`src/rtl/dram_pkg.sv`:
```
package dram_pkg;

  // Strobes issued by the control unit to the storage datapath, one cycle wide.
  typedef struct packed {
    logic loadRow;    // copy array row into buffer
    logic writeBack;  // store buffer into array row
    logic colStrobe;  // a column access happens this cycle
    logic writeBit;   // buffer bit takes din
    logic readBit;    // buffer bit goes to the output
    logic dropOut;    // output returns to disabled
  } dramStrobe_t;

endpackage

```
`src/rtl/dram_ctrl.sv`:
```
module dram_ctrl
  import dram_pkg::*;
#(
  parameter int ROW_W = 4,
  parameter int COL_W = 4,
  parameter int MIN_RAS_TO_CAS = 3,
  localparam int ADDR_W = (ROW_W > COL_W) ? ROW_W : COL_W
) (
  input  logic              clk,
  input  logic              rst_n,
  input  logic              rasN,
  input  logic              casN,
  input  logic              weN,
  input  logic [ADDR_W-1:0] addr,
  input  logic              nibbleEn,
  output dramStrobe_t       strobes,
  output logic [ROW_W-1:0]  rowSel,
  output logic [COL_W-1:0]  colSel,
  output logic              rowOpen,
  output logic              cbrActive,
  output logic              protoErr,
  output logic [ROW_W-1:0]  refRow
);

  localparam int AGE_W = $clog2(MIN_RAS_TO_CAS + 1) + 1;

  logic rasPrev, casPrev;
  logic nibbleMode, firstCasSeen;
  logic [ROW_W-1:0] rowReg, refCnt;
  logic [COL_W-1:0] colReg, colNext, colStep;
  logic [AGE_W-1:0] rasAge;

  logic rasFall, rasRise, casFall, casRise, accessFall, tooEarly;

  assign rasFall    = rasPrev && !rasN;
  assign rasRise    = !rasPrev && rasN;
  assign casFall    = casPrev && !casN;
  assign casRise    = !casPrev && casN;
  assign accessFall = casFall && rowOpen && !cbrActive && !rasN;
  assign tooEarly   = (32'(rasAge) + 32'd1) < 32'(MIN_RAS_TO_CAS);

  // Next column inside an aligned group of four.
  generate
    if (COL_W == 2) begin : g_nib_narrow
      assign colStep = colReg + 2'd1;
    end else begin : g_nib_wide
      assign colStep = {colReg[COL_W-1:2], colReg[1:0] + 2'd1};
    end
  endgenerate

  always_comb begin
    if (nibbleMode && firstCasSeen) colNext = colStep;
    else                            colNext = addr[COL_W-1:0];
  end

  always_comb begin
    strobes.loadRow   = rasFall;
    strobes.writeBack = rasRise && rowOpen;
    strobes.colStrobe = accessFall;
    strobes.writeBit  = accessFall && !weN;
    strobes.readBit   = accessFall && weN;
    strobes.dropOut   = casRise || rasRise;
  end

  always_comb begin
    if (rasFall) rowSel = casN ? addr[ROW_W-1:0] : refCnt;
    else         rowSel = rowReg;
  end

  assign colSel = colNext;
  assign refRow = refCnt;

  always_ff @(posedge clk or negedge rst_n) begin
    if (!rst_n) begin
      rasPrev      <= 1'b1;
      casPrev      <= 1'b1;
      rowOpen      <= 1'b0;
      cbrActive    <= 1'b0;
      nibbleMode   <= 1'b0;
      firstCasSeen <= 1'b0;
      rowReg       <= '0;
      colReg       <= '0;
      refCnt       <= '0;
      rasAge       <= '0;
      protoErr     <= 1'b0;
    end else begin
      rasPrev  <= rasN;
      casPrev  <= casN;
      protoErr <= accessFall && tooEarly;
      if (rasFall) begin
        rowOpen      <= 1'b1;
        cbrActive    <= !casN;
        rowReg       <= rowSel;
        nibbleMode   <= nibbleEn;
        firstCasSeen <= 1'b0;
        rasAge       <= '0;
      end else if (rasRise) begin
        rowOpen   <= 1'b0;
        cbrActive <= 1'b0;
        if (cbrActive) refCnt <= refCnt + 1'b1;
      end else if (rowOpen && rasAge != AGE_W'(MIN_RAS_TO_CAS)) begin
        rasAge <= rasAge + 1'b1;
      end
      if (accessFall) begin
        colReg       <= colNext;
        firstCasSeen <= 1'b1;
      end
    end
  end

  initial begin
    assert_param_cols_R9 : assert (COL_W >= 2 && MIN_RAS_TO_CAS >= 1);
  end

  // the refresh counter only moves at the close of a counter-driven cycle.
  assert_refcnt_move_R7 : assert property (@(posedge clk) disable iff (!rst_n)
    !$stable(refCnt) |-> $past(rasRise && cbrActive));

  // no column access is issued inside a counter-driven refresh.
  assert_cbr_no_access_R7 : assert property (@(posedge clk) disable iff (!rst_n)
    cbrActive |-> !strobes.colStrobe);

  // burst steps keep the group and advance the low two bits.
  assert_nibble_step_R9 : assert property (@(posedge clk) disable iff (!rst_n)
    (accessFall && nibbleMode && firstCasSeen) |=>
      (colReg[1:0] == $past(colReg[1:0]) + 2'd1) &&
      (colReg[COL_W-1:2] == $past(colReg[COL_W-1:2])));

  // the error pulse follows a column access.
  assert_err_on_cas_R11 : assert property (@(posedge clk) disable iff (!rst_n)
    protoErr |-> $past(accessFall));

endmodule

```
`src/rtl/dram_datapath.sv`:
```
module dram_datapath
  import dram_pkg::*;
#(
  parameter int ROW_W = 4,
  parameter int COL_W = 4,
  localparam int ROWS = 1 << ROW_W,
  localparam int COLS = 1 << COL_W
) (
  input  logic             clk,
  input  logic             rst_n,
  input  dramStrobe_t      strobes,
  input  logic [ROW_W-1:0] rowSel,
  input  logic [COL_W-1:0] colSel,
  input  logic             din,
  output logic             dout,
  output logic             doutValid
);

  logic [COLS-1:0] memRow [ROWS];
  logic [COLS-1:0] rowBuf;

  always_ff @(posedge clk or negedge rst_n) begin
    if (!rst_n) begin
      for (int r = 0; r < ROWS; r++) memRow[r] <= '0;
    end else if (strobes.writeBack) begin
      memRow[rowSel] <= rowBuf;
    end
  end

  always_ff @(posedge clk or negedge rst_n) begin
    if (!rst_n) begin
      rowBuf <= '0;
    end else if (strobes.loadRow) begin
      rowBuf <= memRow[rowSel];
    end else if (strobes.writeBit) begin
      rowBuf[colSel] <= din;
    end
  end

  always_ff @(posedge clk or negedge rst_n) begin
    if (!rst_n) begin
      dout      <= 1'b0;
      doutValid <= 1'b0;
    end else if (strobes.dropOut) begin
      dout      <= 1'b0;
      doutValid <= 1'b0;
    end else if (strobes.readBit) begin
      dout      <= rowBuf[colSel];
      doutValid <= 1'b1;
    end
  end

  // closing either strobe disables the output one cycle later.
  assert_valid_clear_R5 : assert property (@(posedge clk) disable iff (!rst_n)
    strobes.dropOut |=> !doutValid);

  // a write cycle never enables the output.
  assert_write_silent_R4 : assert property (@(posedge clk) disable iff (!rst_n)
    strobes.writeBit |=> !doutValid);

endmodule

```
`src/rtl/dram_core.sv`:
```
module dram_core
  import dram_pkg::*;
#(
  parameter int ROW_W = 4,
  parameter int COL_W = 4,
  parameter int MIN_RAS_TO_CAS = 3,
  localparam int ADDR_W = (ROW_W > COL_W) ? ROW_W : COL_W
) (
  input  logic              clk,
  input  logic              rst_n,
  input  logic              ras_n,
  input  logic              cas_n,
  input  logic              we_n,
  input  logic [ADDR_W-1:0] addr,
  input  logic              din,
  input  logic              nibble_en,
  output logic              dout,
  output logic              dout_valid,
  output logic              proto_err,
  output logic [ROW_W-1:0]  ref_row
);

  dramStrobe_t      strobes;
  logic [ROW_W-1:0] rowSel;
  logic [COL_W-1:0] colSel;
  logic             rowOpen, cbrActive;

  dram_ctrl #(.ROW_W(ROW_W), .COL_W(COL_W), .MIN_RAS_TO_CAS(MIN_RAS_TO_CAS)) ctrl_i (
    .clk(clk), .rst_n(rst_n), .rasN(ras_n), .casN(cas_n), .weN(we_n),
    .addr(addr), .nibbleEn(nibble_en), .strobes(strobes), .rowSel(rowSel),
    .colSel(colSel), .rowOpen(rowOpen), .cbrActive(cbrActive),
    .protoErr(proto_err), .refRow(ref_row)
  );

  dram_datapath #(.ROW_W(ROW_W), .COL_W(COL_W)) data_i (
    .clk(clk), .rst_n(rst_n), .strobes(strobes), .rowSel(rowSel),
    .colSel(colSel), .din(din), .dout(dout), .doutValid(dout_valid)
  );

  // a counter-driven refresh never enables the output.
  assert_cbr_quiet_R7 : assert property (@(posedge clk) disable iff (!rst_n)
    cbrActive |-> !dout_valid);

  // valid data is only driven while a row is open.
  assert_valid_needs_row_R3 : assert property (@(posedge clk) disable iff (!rst_n)
    dout_valid |-> rowOpen);

endmodule

```
`config.mk`:
```
export PLATFORM = sky130hd
export DESIGN_NAME = dram_core
export DESIGN_NICKNAME = d
export VERILOG_FILES = /design/src/rtl/dram_pkg.sv /design/src/rtl/dram_ctrl.sv /design/src/rtl/dram_datapath.sv /design/src/rtl/dram_core.sv
export SDC_FILE = /design/constraint.sdc
export NUM_CORES = 1
export LEC_CHECK = 0
export BUFFER_PORTS_ARGS = -buffer_cell sky130_fd_sc_hd__buf_2
export CAP_MARGIN = 20
export CORE_MARGIN = 3
export CORE_UTILIZATION = 50
export CTS_CLUSTER_SIZE = 20
export DETAILED_ROUTE_END_ITERATION = 7
export PLACE_DENSITY = 0.66
export SLEW_MARGIN = 30
export SYNTH_ARGS = -nofsm -noshare
export SYNTH_HDL_FRONTEND = slang
export SYNTH_SLANG_ARGS = --single-unit
```
`constraint.sdc`:
```
create_clock -name clk -period 5.06 [get_ports clk]
set_clock_uncertainty 0.1 [all_clocks]
set_input_delay 0.506 -clock clk [delete_from_list [all_inputs] [get_ports clk]]
set_output_delay 0.506 -clock clk [all_outputs]
set_load 0.01 [all_outputs]
```
# --- After elaboration in Yosys (flattened, before gate mapping) ---
# Cells that the tools add are included.
totals:
  in_bits: 11
  ff_bits: 296
  wordCells: 100
classes:
  n_bitwise: 2
  magnitude_cmp: 5
  mux: 28
  add_sub_neg: 4
  reduce_logical: 29
  eq_ne: 2
ops:
  columns: ["op", "n"]
  rows:
  - ["256-bit bitwise mux", 1]
  - ["16-bit 2-to-1 mux", 5]
  - ["16-bit binary-select mux with 4-bit select", 1]
  - ["16-bit demux with 4-bit select", 1]
  - ["32-bit by 2-bit < comparator with 1-bit output, second input constant", 1]
  - ["16-bit bitwise mux", 1]
  - ["1-bit logical AND", 15]
  - ["4-bit 2-to-1 mux", 3]
  - ["1-bit 2-to-1 mux", 11]
  - ["2-bit nonzero test", 5]
  - ["3-bit 2-to-1 mux", 3]
  - ["1-bit logical NOT", 6]
  - ["5-bit greater-or-equal comparator, second input constant", 1]
  - ["4-bit by 5-bit < comparator with 1-bit output, second input constant", 1]
  - ["5-bit by 1-bit < comparator with 1-bit output, second input constant", 1]
  - ["4-bit inverter with 5-bit output", 1]
  - ["3-bit by 1-bit adder with 4-bit output, second input constant", 1]
  - ["4-bit by 1-bit adder with 4-bit output, second input constant", 1]
  - ["1-bit binary-select mux with 4-bit select", 1]
  - ["1-bit demux with 4-bit select", 1]
  - ["4-bit by 1-bit greater-or-equal comparator with 1-bit output, second input constant", 1]
  - ["3-bit by 1-bit adder with 3-bit output, second input constant", 1]
  - ["3-bit by 2-bit != test with 1-bit output, second input constant", 1]
  - ["3-bit AND reduction", 1]
  - ["other kinds (5)", 5]

# --- Longest topological paths before layout ---
# Gate-level depths: netlist of the first run.
logic_depth:
  ltp_word: 9
  depth_mapped: 11
  ltp_nobuf: 8

# --- Hierarchy ---
# From an unflattened synthesis of the first run, not the netlist that was laid out.
unflattened:
  cells_unflattened: 923
  hier_area_um2: 14051.0
by_module_without_submodules:
  columns: ["module", "area_each_um2", "cells_per_inst", "seq_area_each_um2", "n_inst"]
  rows:
  - ["dram_datapath", 12869.8, 813, 6856.6, 1]
  - ["dram_ctrl", 1181.1, 110, 553.0, 1]

# --- Least setup slack after synthesis of the first run ---
# OpenSTA, ideal clock, no wires.
synth_path:
  path_kind: "input to register"
  startpoint: "input port ras_n"
  endpoint: "register data_i.memRow[245] (netlist name)"
  slack_ns: 2.588
  stages: 9
  t_arrival_ns: 2.248
  setup_ns: 0.125
  cell_sequence: "inv_1 ha_1 buf_2 nor2_1 a21oi_1 nor2_1 nand2_2 buf_6 mux2_2"
synth_via:
  elab_chain_len: 9
  word_cells_on_any_way: 12
  classes_between: "2 x order compare; 4 x mux; 1 x bitwise; 5 x reduce/logical"
synth_lines:
  columns: ["item", "line_no", "text"]
  rows:
  - ["from (decl)", "dram_core.sv:11", "input logic ras_n,"]
  - ["1-bit logical NOT", "dram_ctrl.sv:35", "assign rasFall = rasPrev && !rasN;"]
  - ["1-bit logical AND", "dram_ctrl.sv:35", null]
  - ["4-bit 2-to-1 mux", "dram_ctrl.sv:66", "if (rasFall) rowSel = casN ? addr[ROW_W-1:0] : refCnt;"]
  - ["4-bit inverter with 5-bit output (not written as such)", "dram_datapath.sv:26", "memRow[rowSel] <= rowBuf;"]
  - ["5-bit greater-or-equal comparator (not written as such) or 5-bit by 1-bit < comparator with 1-bit output (tied branches)", "dram_datapath.sv:26", null]
  - ["1-bit logical AND (not written as such)", "dram_datapath.sv:26", null]
  - ["16-bit 2-to-1 mux (not written as such)", "dram_datapath.sv:26", null]
  - ["16-bit demux with 4-bit select", "dram_datapath.sv:26", null]
  - ["256-bit bitwise mux", "dram_datapath.sv:26", null]
  - ["to (signal, indexed assignment)", "dram_datapath.sv:26", null]
  - ["to (decl)", "dram_datapath.sv:19", "logic [COLS-1:0] memRow [ROWS];"]
# Parallel ways exist; a longest one is shown, timed or not.
# A chain may end at the register's enable or synchronous reset.

# --- Final worst setup path of the first run ---
layout_path:
  startpoint: "input port ras_n"
  endpoint: "register data_i.memRow[242] (netlist name)"
# The elaborated chain is that of the path after synthesis.

==> impl_metrics.toml, run 1 <==
[detailed_routing]
ant_nets = 0
vias_per_cell = 6.02
first_pass_iters = 5
dr_total_vias = 9408
wirelength_mm = 35.1
drt_iter0_markers = 819
route.detailed.drc = 0
wl_per_cell_um = 22.4

[synth]
ys.flop_type = "dfrtp_1"
synth_edf_count = 0
ys_top_cells_by_area = "dfrtp_1 51%, mux2_2 20%, nand2_1 4.6%"
syn_inst = 1176
yosysWarnings = 0
postSynthAreaPerCell_um2 = 12.3
synth_area_um2 = 14400
ys_seq_area_frac = 0.514
synth-compound-area-share = 0.0544
synthAdderAreaFrac = 0.00608
postSynth.asyncResetShare = 1.00
synth-seq-cells = 296
yosysTopAreaCell = "dfrtp_1"
synth_top_family_by_area = "multiplexers"
yosys.area_share.simple = 0.117
synth_top_area_share = 0.511
synth.mux.area_fraction = 0.269
synthXorXnorAreaFrac = 0.00243
synth_cell_types = 73
synth_nets = 1194

[run_status]
run_status = "completed"

[clock_tree]
worstSkewPairLatency_ps = 570
cts_tree = "yes"
clockBufferDepth = 3
cts_sinks = 296
path_clk_slew_ps = 60
numCtsBuffers = 31
cts-root-buf = "clkbuf_16"
postCtsSetupBuffers = 0
cts-htree-levels = 1

[setup_path]
ff2ff_path_depth = 6
end_kind = "flop"
cpPeakStageDelay_ps = 660
r2r_slack_ps = 1600
cp-start-kind = "primary input"
crit_chain = "dlygate4sd3_1, buf_2, inv_1, ha_1, nor2_1, a21oi_1, nor2_1, nand2_2, mux2_2"
crit_type = "in -> reg"
critPathMaxFanout = 19
crit_top_cell = "nor2_1"
cp.required_ps = 5400
reg2reg_from = "ctrl_i.rasPrev"
crit_arrival_ps = 3980
rr_endpoint = "data_i.memRow[242]"
cp_slowest_cell = "a21oi_1"

[place]
io_buffer_count = 17
place_inst = 1505
place_area_um2 = 14700
dp_hpwl_mm = 21.9
place_congestion = 0.861

[power_and_ir_drop]
irDropWorstVdd_uv = 332
comb_power_share = 0.208
power_density_nw_per_um2 = 476
p_int_uw = 5180
clockPowerShare = 0.325
finalPower_uw = 7510
leakage_uw = 0.00750
pwr-share-seq = 0.467
swShare = 0.310
p_switching_uw = 2320

[sta]
drv_slew = 0
fin_crit_ps = 3640
worst_slew_pin_slew_ps = 946
setup_viol = 0
min_period_over_period = 0.720
relSlewSlack = 0.366
tns_ps = 0
clock.fmax_mhz = 275
rsz0062_at_grt = "no"
hold_viol = 0

[layout]
area_delta_synth_final_pct = 9.54
utilization = 0.562
nNetsFinal = 1180
diodes = 0
final_cell_area_um2 = 15800
fillerInstances = 2347
stdcell_count = 1564
drive_above_1_share = 0.345

[floorplanning]
rows = 61
ios = 18
initial_core_util = 0.513
core_um2 = 28100
die_w_um = 176
die-area_um2 = 30900
dieHeight_um = 176

[flow_run]
cap_viol_max_count = 0

[worst_hold_path]
min_path_type = "in -> reg"
min_from = "cas_n"
min_path_cells = 1
whs_endpoint = "ctrl_i.casPrev"

[grt]
grt_usage = 0.229
antenna_found_initial = 0
grt_pass1_wl_mm = 55.8
first_global_vias = 9584
overflow = 0
grt_max_degree = 108
==> how the worst max path moves through the flow <==
| stage | from | end | slack [ps] | cells past startpoint |
|---|---|---|---|---|
| finish | ras_n | data_i.memRow[242] | 1420 | 9 |
| global route | ras_n | data_i.memRow[220] | 1240 | 9 |
| CTS | ras_n | data_i.memRow[251] | 1500 | 9 |
| detailed placement | ras_n | data_i.memRow[86] | 1470 | 9 |
| global placement | ras_n | data_i.memRow[240] | 1510 | 8 |
| floorplan | ras_n | data_i.memRow[245] | 2590 | 9 |
==> state kept, by name, summed over array words and instances, names as in the netlist, 3 cells and up <==
name           flops
ctrl_i.colReg      4
ctrl_i.rasAge      3
ctrl_i.refRow      4
ctrl_i.rowReg      4
data_i.memRow    256
data_i.rowBuf     16
==> area by class of cell <==
type | instances | area (um2) | share of cell area
clock buffers | 45 | 908 | 0.0576
clock inverters | 12 | 199 | 0.0126
inverters | 9 | 33.8 | 0.00214
multi-input cells | 789 | 6480 | 0.411
flip-flops and latches | 296 | 7410 | 0.470
well taps | 378 | 473 | 0.0300
repair buffers | 35 | 273 | 0.0173
==> Yosys cell counts (5+ instances only) <==
| cell type | count |
|---|---|
| nand3_1 | 55 |
| a41oi_1 | 5 |
| inv_1 | 9 |
| nand4_1 | 21 |
| mux2_4 | 5 |
| dfrtp_1 | 294 |
| mux4_2 | 21 |
| o21ai_0 | 20 |
| a22oi_1 | 8 |
| buf_2 | 21 |
| mux2_1 | 6 |
| mux2_2 | 258 |
| buf_1 | 7 |
| a32oi_1 | 5 |
| nand2_2 | 12 |
| nand2_1 | 177 |
| mux2i_1 | 27 |
| nor3_1 | 6 |
| nor2_1 | 28 |
| a31oi_1 | 8 |
| buf_6 | 19 |
| a21oi_1 | 28 |
| clkbuf_1 | 31 |
| ha_1 | 7 |
==> power groups by stage <==
stage,clock network (uW),registers (uW),logic (uW)
floorplan,0,3220,1340
global placement,0,3510,1530
detailed placement,0,3540,1560
CTS,2490,3500,1570
global route,2580,3590,1710
finish,2440,3510,1560
==> cell families (layout without fill, tap and decap cells) <==
group	count (synthesis)	in the layout
simple gates	341	341
flops	296	296
fa+ha+maj	7	7
compound gates	116	116
xor+xnor	4	4
buf+inv	91	101
mux	321	321
==> worst max-delay path, delay by kind of cell <==
kind	cells	cell delay [ps]
buf+inv	3	770
fa+ha+maj	1	630
mux	1	410
simple gates	3	990
compound gates	1	660
==> routing by layer <==
metal / vias to the layer above / share of wire / track usage
li1: 4205 / - / -
met1: 4892 / 0.46 / 0.335
met2: 248 / 0.46 / 0.365
met3: 63 / 0.044 / 0.0251
met4: 0 / 0.029 / 0.0666
met5: - / 0 / 0
==> metrics by stage <==
step                      hold slack [ps]  setup slack (ps)
after global placement                374              1510
final                                71.8              1420
after detailed placement              381              1470
after CTS                            52.3              1500
after floorplan                       110              2590
after global routing                 65.2              1240
==> cell usage in the layout, fill, tap and decap left out, types with 4 or more instances in the layout <==
cell type,Yosys,layout
mux2_4,5,5
mux4_2,21,21
clkbuf_1,31,6
o21ai_0,20,20
inv_1,9,9
clkbuf_16,0,31
nor3_1,6,6
nand4_1,21,21
nand3_1,55,55
bufinv_16,0,5
a22oi_1,8,8
nand2_4,4,4
mux2i_1,27,27
clkbuf_8,0,8
nor2_1,28,28
buf_2,21,16
o31ai_1,4,4
a32oi_1,5,5
a31oi_1,8,8
a41oi_1,5,5
buf_4,4,13
ha_1,7,7
mux2_1,6,6
nand2b_1,4,4
a21oi_1,28,27
dfrtp_1,294,294
nand2_1,177,177
mux2_2,258,258
nand2_2,12,12
==> repair_timing <==
item	4_1_cts	5_1_grt
endpoints found under the hold margin	105	0
hold buffers	2	0
resized for setup	0	0
(Power assumes the default switching activity.)
==> run 2: changes to the inputs <==
clock period = 3.5 ns   (was 5.06 ns; I/O delays follow)
==> run 2 against run 1 <==
Against the previous run:
- worst setup slack worse by 940 ps
- sequential cell count stayed put
- register-to-register slack lost 1100 ps
- critical path depth up 2
- critical path type unchanged
- non-clock buffer count grew 20
- critical endpoint is now data_i.rowBuf[5]
- core utilization is 0.40 points higher
==> impl_metrics.toml, run 2 (same netlist as run 1, synthesis figures left out) <==
[setup_path]
cpPeakStageDelay_ps = 530
crit_buf_inv = 5
reg2reg_from = "ctrl_i.rasPrev"
crit_arrival_ps = 3350
rr_endpoint = "data_i.rowBuf[5]"
r2r_slack_ps = 530
crit_chain = "dlygate4sd3_1, buf_2, inv_1, ha_1, buf_4, a21oi_4, buf_4, mux2i_1, a32oi_1, o22ai_1, nor3_1"
cp_slowest_cell = "dlygate4sd3_1"
crit_top_cell = "buf_4"
end_kind = "flop"
ff2ff_path_depth = 8
cp.required_ps = 3840
cp-start-kind = "primary input"
crit_family = "buffers and inverters"
crit_start = "ras_n"
crit_path_end = "data_i.rowBuf[5]"
crit_type = "in -> reg"
critPathMaxFanout = 22
worst-path-stages = 11

[power_and_ir_drop]
power_density_nw_per_um2 = 669
finalPower_uw = 10600
leakage_uw = 0.00757
irDropWorstVdd_uv = 441

[floorplanning]
dieHeight_um = 176
ios = 18
core_um2 = 28100
die_w_um = 176
rows = 61
initial_core_util = 0.513
die-area_um2 = 30900

[layout]
reg_top3 = "data_i.memRow x256, data_i.rowBuf x16"
area_delta_synth_final_pct = 10.3
nNetsFinal = 1200
utilization = 0.566
drive_above_1_share = 0.352
final_common_cell = "dfrtp_1"
top_register = "data_i.memRow"
largest_reg_flops = 256
final_cell_mix = "294 x dfrtp_1, 258 x mux2_2, 177 x nand2_1"
diodes = 0

[clock_tree]
postCtsSetupBuffers = 0
numCtsBuffers = 31
cts_resized = 0
worstSkewPairLatency_ps = 570
postCtsHoldBufs = 4
cts-htree-levels = 1
cts_tree = "yes"
path_clk_slew_ps = 60
cts-root-buf = "clkbuf_16"
cts_sinks = 296
clockBufferDepth = 3

[sta]
rsz0062_at_grt = "no"
clock.fmax_mhz = 331
relSlewSlack = 0.494
worst_slew_pin_slew_ps = 758
hold_viol = 0
min_period_over_period = 0.862
drv_slew = 0
setup_viol = 0
fin_crit_ps = 3020
tns_ps = 0

[grt]
grt_pass1_wl_mm = 57.7
grt_usage = 0.240
overflow = 0
grt_max_degree = 88
antenna_found_initial = 0
first_global_vias = 9742

[detailed_routing]
wl_per_cell_um = 23.0
wirelength_mm = 36.4
route.detailed.drc = 0
dr_total_vias = 9586
vias_per_cell = 6.06
first_pass_iters = 5
ant_nets = 0
drt_iter0_markers = 857

[worst_hold_path]
min_path_type = "in -> reg"
min_from = "addr[0]"

[place]
place_congestion = 0.878
dp_hpwl_mm = 22.4
io_buffer_count = 17

[flow_run]
cap_viol_max_count = 0

[run_status]
run_status = "completed"
==> run 2: cell count changes in the layout (fill, tap and decap cells not counted), sizes merged <==
cell         before  now
buf              33   51
bufinv            5    2
dlygate4sd3       2    4
==> run 2: cell type report <==
| cell class | instances | area, um2 |
|---|---|---|
| clock inverters | 9 | 105 |
| fillers | 2382 | 12200 |
| flip-flops and latches | 296 | 7410 |
| repair buffers | 55 | 478 |
| well taps | 378 | 473 |
| clock buffers | 45 | 908 |
| multi-input cells | 789 | 6480 |
| inverters | 9 | 33.8 |
==> run 2: metal layers <==
| metal | GRT usage | vias to the layer above | wire (um) |
|---|---|---|---|
| met4 | 0.0772 | 0 | 1190 |
| met3 | 0.0331 | 71 | 2230 |
| met2 | 0.372 | 304 | 16400 |
| li1 | - | 4236 | - |
| met1 | 0.351 | 4975 | 16500 |
| met5 | 0 | - | 0 |
==> run 2: report_power, final <==
group / leakage, uW / internal, uW / switching [uW]
registers: 0.00399 / 4230 / 804
clock network: 0.000499 / 1930 / 1340
logic: 0.00308 / 1130 / 1190
total: 0.00757 / 7300 / 3340
==> run 2: worst min path at each step <==
stage	to	depth (start not counted)	slack (ps)
4_1_cts	ctrl_i.colReg[0]	3	40
6_report	ctrl_i.colReg[0]	3	60
3_3_place_gp	data_i.memRow[184]	1	310
2_1_floorplan	ctrl_i.cbrActive	0	-50
3_5_place_dp	data_i.memRow[56]	1	310
5_1_grt	ctrl_i.colReg[0]	3	80
==> run 2: stage by stage <==
| stage | std cells | setup WS, ps | area (um2) | hold WS [ps] |
|---|---|---|---|---|
| after floorplan | 1176 | 1080 | 14400 | -45.6 |
| after global placement | 1523 | 455 | 14800 | 311 |
| after detailed placement | 1523 | 459 | 14800 | 313 |
| after CTS | 1581 | 511 | 15900 | 40.9 |
| after global routing | 1581 | 327 | 15900 | 82.6 |
| final | 1581 | 482 | 15900 | 61.5 |
==> run 2: worst reg2reg max path: cells and delay by family (launching register included) <==
family	cells	cell delay, ps
buffers and inverters	1	380
adders and majority gates	1	300
AOI/OAI and AO/OA	3	950
and+or+nand+nor	2	230
muxes	1	340
DFF	1	550
==> run 3: changes to the inputs <==
clock period = 3.6 ns   (was 3.5 ns; I/O delays follow)
==> run 3 against run 2 <==
Against the previous run:
- register-to-register slack got worse by 240 ps
- clock power decreased by 5%
- sequential power decreased by 1%
- total power decreased by 2.7%
- worst hold slack improved by 13 ps
- die area unchanged
==> impl_metrics.toml, run 3 (same netlist as run 1, synthesis figures left out) <==
[run_status]
run_status = "completed"

[grt]
grt_usage = 0.235
grt_max_degree = 108
overflow = 0
antenna_found_initial = 0
grt_pass1_wl_mm = 57.0
first_global_vias = 9627
gr-usage-met1 = 0.345
busiest_layer = "met2"
met2_usage = 0.364
met3_usage = 0.0339

[power_and_ir_drop]
clockPowerShare = 0.301
swShare = 0.320
p_switching_uw = 3310
comb_power_share = 0.219
leakage_uw = 0.00752
pwr-share-seq = 0.480
irDropWorstVdd_uv = 471
p_int_uw = 7040
power_density_nw_per_um2 = 655

[setup_path]
end_kind = "flop"
cp-start-kind = "primary input"
r2r_slack_ps = 290
crit_type = "in -> reg"
crit_arrival_ps = 3660
reg2reg_from = "ctrl_i.rasPrev"
critPathMaxFanout = 16
ff2ff_path_depth = 6
rr_endpoint = "data_i.memRow[192]"
cp.required_ps = 3940

[worst_hold_path]
whs_endpoint = "ctrl_i.colReg[0]"
min_from = "addr[0]"
min_path_cells = 3
min_path_type = "in -> reg"

[clock_tree]
path_clk_slew_ps = 60
cts_resized = 0
cts-root-buf = "clkbuf_16"
cts-htree-levels = 1
postCtsHoldBufs = 4
worstSkewPairLatency_ps = 560
clockBufferDepth = 3
numCtsBuffers = 31
cts_tree = "yes"
cts_sinks = 296
postCtsSetupBuffers = 0

[layout]
drive_above_1_share = 0.348
nNetsFinal = 1194
area_delta_synth_final_pct = 9.58
largest_reg_flops = 256
final_cell_mix = "294 x dfrtp_1, 258 x mux2_2, 177 x nand2_1"
final_common_cell = "dfrtp_1"
top_register = "data_i.memRow"
fillerInstances = 2381
seq_area_um2 = 7410
diodes = 0
reg_top3 = "data_i.memRow x256, data_i.rowBuf x16"
multi_input_area_um2 = 6480

[detailed_routing]
first_pass_iters = 6
drt_iter0_markers = 820
wl_per_cell_um = 22.9
route.detailed.drc = 0
ant_nets = 0
wirelength_mm = 36.0
vias_per_cell = 6.09
dr_total_vias = 9596

[place]
io_buffer_count = 17
dp_hpwl_mm = 22.8
place_congestion = 0.830

[sta]
min_period_over_period = 0.923
hold_slack_ps = 74.9
worst_slew_pin_slew_ps = 848
setup_viol = 0
drv_slew = 0
clock.fmax_mhz = 301
rsz0062_at_grt = "no"
hold_viol = 0
tns_ps = 0
relSlewSlack = 0.434
fin_crit_ps = 3320

[floorplanning]
die_w_um = 176
rows = 61
die-area_um2 = 30900
dieHeight_um = 176
core_um2 = 28100
initial_core_util = 0.513
ios = 18

[flow_run]
cap_viol_max_count = 0
==> run 3: power by group through the flow <==
stage | Clock, uW | Combinational (uW) | Sequential [uW]
after floorplan | 0 | 1890 | 4520
after global placement | 0 | 2200 | 4970
after detailed placement | 0 | 2260 | 5000
after CTS | 3170 | 2270 | 4950
after global routing | 3300 | 2480 | 5080
final | 3110 | 2270 | 4970
==> run 3: worst max-delay path by stage <==
stage | from | endpoint
6_report | ras_n | data_i.memRow[192]
2_1_floorplan | ctrl_i.rasPrev | data_i.memRow[245]
5_1_grt | ras_n | data_i.rowBuf[15]
3_3_place_gp | ras_n | data_i.memRow[195]
4_1_cts | ctrl_i.rasPrev | data_i.memRow[194]
3_5_place_dp | ras_n | data_i.memRow[207]
==> run 3: area by class of cell <==
| cell class | instances | share of cell area |
|---|---|---|
| Sequential cell | 296 | 0.469 |
| Multi-Input combinational cell | 789 | 0.411 |
| Clock inverter | 11 | 0.00682 |
| Tap cell | 378 | 0.0300 |
| Inverter | 9 | 0.00214 |
| Timing Repair Buffer | 49 | 0.0258 |
| Clock buffer | 43 | 0.0552 |
==> run 3: critical path, cell delays in order <==
cell,delay [ps]
dlygate4sd3_1,530
buf_2,150
inv_1,80
ha_1,570
buf_4,330
a21o_1,510
nor2_2,190
nand2_2,530
mux2_2,410
==> run 3: per-stage QoR <==
stage          instances   util  area (um2)  total power, uW  worst slack [ps]
2_1_floorplan       1176      -       14400             6410              1180
3_3_place_gp        1517  0.526       14800             7170               331
3_5_place_dp        1517  0.526       14800             7260               272
4_1_cts             1575  0.562       15800            10400               307
5_1_grt             1575  0.562       15800            10900               127
6_report            1575  0.562       15800            10300               278
==> run 3: routing by layer <==
metal / routed length, um / vias up
met3: 2270 / 68
met1: 16300 / 4993
met5: 0 / -
met4: 1080 / 0
li1: - / 4238
met2: 16400 / 297
